### config.mk
export PLATFORM = sky130hd
export DESIGN_NAME = txq_cmd_decoder
export DESIGN_NICKNAME = d
export VERILOG_FILES = /design/src/rtl/txq_cmd_decoder.sv
export SDC_FILE = /design/constraint.sdc
export NUM_CORES = 1
export LEC_CHECK = 0
export BUFFER_PORTS_ARGS = -buffer_cell sky130_fd_sc_hd__buf_2
export CORE_ASPECT_RATIO = 0.5
export CORE_UTILIZATION = 51
export DETAILED_ROUTE_END_ITERATION = 7
export PLACE_DENSITY = 0.91
export SLEW_MARGIN = 15
export SYNTH_ARGS = -nofsm -noshare
export SYNTH_HDL_FRONTEND = slang
export SYNTH_SLANG_ARGS = --single-unit
### constraint.sdc
create_clock -name clk -period 2.85 [get_ports clk]
set_input_delay 0.285 -clock clk [delete_from_list [all_inputs] [get_ports clk]]
set_output_delay 0.285 -clock clk [all_outputs]
set_load 0.1 [all_outputs]
### src/rtl/txq_cmd_decoder.sv
module txq_cmd_decoder #(
  parameter int WAIT_LIMIT = 8
) (
  input  logic        clk,
  input  logic        rst_n,
  input  logic        fifo_empty,
  input  logic [35:0] fifo_data,
  output logic        fifo_rd,
  input  logic        run_pkt,
  input  logic        underrun,
  output logic        hdr_valid,
  output logic [6:0]  hdr_ep,
  output logic [6:0]  hdr_addr,
  output logic [1:0]  hdr_speed,
  output logic [1:0]  hdr_type,
  output logic [1:0]  hdr_toggle,
  output logic [3:0]  hdr_pid,
  output logic        tx_valid,
  output logic [31:0] tx_data,
  output logic        tx_last,
  output logic        tx_abort,
  output logic        done_valid,
  output logic [1:0]  done_code
);
  localparam int TW = $clog2(WAIT_LIMIT + 1);
  localparam logic [3:0] TAG_CMD = 4'h0;
  localparam logic [3:0] TAG_END = 4'h2;
  localparam logic [1:0] C_OK = 2'd0, C_UNDER = 2'd1, C_BAD = 2'd2, C_TMO = 2'd3;

  typedef enum logic [1:0] {IDLE, FETCH, STREAM, PURGE} state_t;
  state_t st;
  logic [TW-1:0] wait_cnt;

  logic [3:0] tag;
  logic have, is_cmd;
  assign tag    = fifo_data[35:32];
  assign have   = !fifo_empty;
  assign is_cmd = have && (tag == TAG_CMD);

  assign fifo_rd = (st == FETCH  && have) ||
                   (st == STREAM && have && !underrun && !is_cmd) ||
                   (st == PURGE  && have && !is_cmd);

  always_ff @(posedge clk) begin
    if (!rst_n) begin
      st         <= IDLE;
      wait_cnt   <= '0;
      hdr_valid  <= 1'b0;
      hdr_ep     <= '0;
      hdr_addr   <= '0;
      hdr_speed  <= '0;
      hdr_type   <= '0;
      hdr_toggle <= '0;
      hdr_pid    <= '0;
      tx_valid   <= 1'b0;
      tx_data    <= '0;
      tx_last    <= 1'b0;
      tx_abort   <= 1'b0;
      done_valid <= 1'b0;
      done_code  <= C_OK;
    end else begin
      hdr_valid  <= 1'b0;
      tx_valid   <= 1'b0;
      tx_last    <= 1'b0;
      tx_abort   <= 1'b0;
      done_valid <= 1'b0;
      case (st)
        IDLE: begin
          if (run_pkt) begin
            st       <= FETCH;
            wait_cnt <= '0;
          end
        end
        FETCH: begin
          if (is_cmd) begin
            hdr_valid  <= 1'b1;
            hdr_ep     <= fifo_data[29:23];
            hdr_addr   <= fifo_data[22:16];
            hdr_speed  <= fifo_data[9:8];
            hdr_type   <= fifo_data[7:6];
            hdr_toggle <= fifo_data[5:4];
            hdr_pid    <= fifo_data[3:0];
            st         <= STREAM;
          end else if (have) begin
            done_valid <= 1'b1;
            done_code  <= C_BAD;
            st         <= IDLE;
          end else if (wait_cnt == TW'(WAIT_LIMIT - 1)) begin
            done_valid <= 1'b1;
            done_code  <= C_TMO;
            st         <= IDLE;
          end else begin
            wait_cnt <= wait_cnt + TW'(1);
          end
        end
        STREAM: begin
          if (underrun) begin
            tx_abort <= 1'b1;
            st       <= PURGE;
          end else if (is_cmd) begin
            done_valid <= 1'b1;
            done_code  <= C_BAD;
            st         <= IDLE;
          end else if (have) begin
            tx_valid <= 1'b1;
            tx_data  <= fifo_data[31:0];
            if (tag == TAG_END) begin
              tx_last    <= 1'b1;
              done_valid <= 1'b1;
              done_code  <= C_OK;
              st         <= IDLE;
            end
          end
        end
        PURGE: begin
          if (!have || is_cmd) begin
            done_valid <= 1'b1;
            done_code  <= C_UNDER;
            st         <= IDLE;
          end
        end
        default: st <= IDLE;
      endcase
    end
  end
endmodule


==> results_tabular.tex <==
\begin{tabular}{lr}
\hline
Metric & Value \\
\hline
\multicolumn{2}{l}{\textbf{Synthesis}} \\
\quad Post-synth top flop & sky130\_fd\_sc\_hd\_\_dfxtp\_1 \\
\quad Number of storage elements in the synthesis netlist & 69 \\
\quad Post-synth net total & 377 \\
\quad Cell area after synthesis & 2660 um\^{}2 \\
\quad Number of instances in the synthesized netlist & 330 \\
\quad Proportion of synthesized chip area in sequential cells & 52.0\% \\
\quad Number of library cell types mapped by synthesis & 33 \\
\quad Number of enable flip-flop cells after synthesis & 0 \\
\quad Count of yosys warnings during synthesis & 0 \\
\quad Mean instance size in the synthesized netlist & 8.05 um\^{}2 \\
\quad FFs w/ async S/R, synth & 0\% \\
\multicolumn{2}{l}{\textbf{Worst setup path}} \\
\quad Worst-path maximum fanout & 7 \\
\quad Slowest stage delay, CP & 450 ps \\
\quad Crit path buffers/inverters & 2 \\
\quad Critical-path top delay cell & sky130\_fd\_sc\_hd\_\_buf\_2 \\
\quad Kind of start point of the critical path & register \\
\quad R2R cell count & 6 \\
\quad Critical path class & reg -> out \\
\quad Data required time at the worst endpoint & 2570 ps \\
\quad Capture point of the worst reg-to-reg path & st[1] \\
\quad Endpoint type of the worst setup path & primary output \\
\quad Sequence of cells on the critical path & inv\_1, ha\_1, nor2b\_1, o21ai\_0, a21oi\_1, buf\_2 \\
\quad Largest delay share family, worst path & buffers and inverters \\
\quad Data arrival time of the critical path & 2100 ps \\
\quad Register-to-register setup slack & 730 ps \\
\quad Reg-to-Reg Start & st[1] \\
\multicolumn{2}{l}{\textbf{Route}} \\
\quad Initial DRC count & 135 \\
\quad DRC errors left & 0 \\
\quad Antenna Violating Nets Remaining & 0 \\
\quad Average detailed-routed wire length per instance & 13.1 um \\
\quad Via count of the routed design & 2633 \\
\quad Post-DR vias/cell & 5.20 \\
\quad First-pass iteration count of the detailed router & 4 \\
\quad Detailed-route wire length & 6.63 mm \\
\multicolumn{2}{l}{\textbf{Hold path}} \\
\quad Hold-critical path endpoint & tx\_data[14] \\
\quad Worst hold path cell count & 3 \\
\quad Hold Path Class & in -> reg \\
\quad Hold\_sp & fifo\_data[14] \\
\multicolumn{2}{l}{\textbf{GRT}} \\
\quad Global route overflow & 0 \\
\quad Met2 track demand over resource in global routing & 39.7\% \\
\quad Met1 routing resource usage after global routing & 29.0\% \\
\quad Busiest layer in global routing & met2 \\
\quad Antenna violations before repair & 0 \\
\quad GR met3 Demand/Resource & 8.13\% \\
\quad Global-route wire length before repair & 10.3 mm \\
\quad Global-route usage over all layers & 24.3\% \\
\quad Vias in the first global route & 2290 \\
\quad Pin count of the biggest net entering global routing & 36 \\
\multicolumn{2}{l}{\textbf{Layout}} \\
\quad Area used by multi-input combinational logic & 1180 um\^{}2 \\
\quad Layout cell share with drive strength beyond 1 & 29.1\% \\
\quad Final net count & 479 \\
\quad Finished Cell Area & 3410 um\^{}2 \\
\quad Storage element area & 1380 um\^{}2 \\
\quad Antenna cells & 0 \\
\quad Number of inserted filler cells in the final layout & 410 \\
\quad Post-layout util & 68.5\% \\
\quad Signed area change from the synthesized netlist to the final layout & 28.3\% \\
\multicolumn{2}{l}{\textbf{Run}} \\
\quad Max-cap violation count & 0 \\
\multicolumn{2}{l}{\textbf{Place}} \\
\quad Gpl congestion & 0.805 \\
\quad Standard cell area after detailed placement & 3230 um\^{}2 \\
\quad Detailed Place HPWL & 4.63 mm \\
\quad Port-buffer cells & 104 \\
\multicolumn{2}{l}{\textbf{STA}} \\
\quad Endpoints failing hold & 0 \\
\quad Max Fclk & 420 MHz \\
\quad Post-route clock period utilization & 83.6\% \\
\quad Least-Margin Pin Slew & 633 ps \\
\quad Worst slew margin relative to its limit & 57.4\% \\
\quad Minimum clock period after layout & 2380 ps \\
\quad Worst clock skew on the final layout & 8.41 ps \\
\quad Final-report max-slew violation count & 0 \\
\quad Final-layout worst hold slack & 185 ps \\
\quad Finish-stage setup viols & 0 \\
\quad RSZ-0062 raised after global routing & false \\
\quad Setup TNS Final & 0 ps \\
\multicolumn{2}{l}{\textbf{Clock network}} \\
\quad TritonCTS clock tree & done \\
\quad Post CTS Setup Buffer Count & 0 \\
\quad Clock root cell & sky130\_fd\_sc\_hd\_\_clkbuf\_8 \\
\quad Number of buffers added to fix hold violations after cts & 0 \\
\quad CTS resizes & 0 \\
\quad Clk Latency, worst-skew pair & 330 ps \\
\quad Reg clk slew, reported paths & 70 ps \\
\quad Clock buffer count from CTS & 9 \\
\quad Clock net sink count & 69 \\
\quad Maximum clock insertion buffer count & 2 \\
\quad Number of H-tree branching levels & 3 \\
\multicolumn{2}{l}{\textbf{Die}} \\
\quad Width of the chip & 104 um \\
\quad Number of I/O pins & 105 \\
\quad Placement row count & 18 \\
\quad Initial Utilization & 53.3\% \\
\quad Standard cell core area & 4980 um\^{}2 \\
\quad Die Height & 53.0 um \\
\quad Area of the die & 5520 um\^{}2 \\
\multicolumn{2}{l}{\textbf{Power and ir drop}} \\
\quad Power Density & 543 nW/um\^{}2 \\
\quad Worst vdd ir & 0.000390 V \\
\quad Leakage power of the design & 0.00145 uW \\
\multicolumn{2}{l}{\textbf{Outcome}} \\
\quad Result of the run & complete, no violations \\
\hline
\end{tabular}
worst min-delay path, delay by kind of cell:
kind                   cells  cell delay, ps
buffers and inverters      1              90
and+or+nand+nor            1              50
AOI/OAI and AO/OA          1              50
worst max-delay path by stage:
stage	startpoint	endpoint	slack, ps	cells past startpoint
finish	st[0]	fifo_rd	470	6
global route	st[0]	fifo_rd	280	6
CTS	st[0]	fifo_rd	490	6
detailed placement	fifo_empty	st[1]	640	5
global placement	fifo_empty	st[1]	660	5
floorplan	st[0]	fifo_rd	130	5
per-stage QoR:
| step | power (uW) | cells | setup slack, ps |
|---|---|---|---|
| floorplan | 1110 | 330 | 131 |
| global placement | 1160 | 491 | 657 |
| detailed placement | 1160 | 491 | 641 |
| CTS | 1860 | 506 | 495 |
| global route | 1920 | 506 | 277 |
| finish | 1850 | 506 | 467 |
kinds of logic after synthesis:
group,synth area share (%)
muxes,0.754
DFF,52.0
AOI/OAI and AO/OA,17.7
buffers and inverters,4.05
and+or+nand+nor,22.7
adders and majority gates,2.83
synthesized netlist by cell type (all sizes together), types with 2 or more instances:
cell type	count	area, um^2
o21ai	11	55.1
dfxtp	69	1380
or4	4	33.8
buf	4	32.5
or3	2	12.5
nor2	4	15.0
nor3	2	10.0
nor2b	2	12.5
nand2b	3	18.8
clkbuf	15	56.3
nor4	2	12.5
nand2	118	443
ha	6	75.1
nand3	2	10.0
mux2i	2	20.0
a31oi	2	12.5
inv	5	18.8
a21oi	64	320
power by group:
part           leakage, uW  internal, uW  switching [uW]
Clock            0.0000926           382             323
Sequential        0.000556           973            6.41
Combinational     0.000805          48.0             117
registers in the layout (all words and copies together) (netlist names), 4 cells and up:
signal	count
hdr_ep	7
hdr_pid	4
tx_data	32
hdr_addr	7
wait_cnt	4
metal layers:
metal / up-vias / routed length (um)
met4: 0 / 204
li1: 1312 / -
met2: 88 / 3090
met5: - / 0
met3: 19 / 462
met1: 1214 / 2870
layout by cell type (no fill, tap or decap), types with 3 or more instances in the layout:
cell	count
sky130_fd_sc_hd__clkbuf_8	12
sky130_fd_sc_hd__inv_1	4
sky130_fd_sc_hd__a21oi_1	64
sky130_fd_sc_hd__o21ai_0	11
sky130_fd_sc_hd__buf_4	6
sky130_fd_sc_hd__nand2b_1	3
sky130_fd_sc_hd__or4_1	3
sky130_fd_sc_hd__nor2_1	4
sky130_fd_sc_hd__buf_2	104
sky130_fd_sc_hd__ha_1	6
sky130_fd_sc_hd__nand2_1	118
sky130_fd_sc_hd__dfxtp_1	69
final cells by class:
| type | instances | share of cell area (%) |
|---|---|---|
| Timing Repair Buffer | 110 | 16.6 |
| Clock inverter | 1 | 0.147 |
| Tap cell | 70 | 2.57 |
| Sequential cell | 69 | 40.5 |
| Inverter | 5 | 0.551 |
| Clock buffer | 14 | 5.07 |
| Multi-Input combinational cell | 237 | 34.5 |
Note: power is estimated with default switching activity, not from simulation.
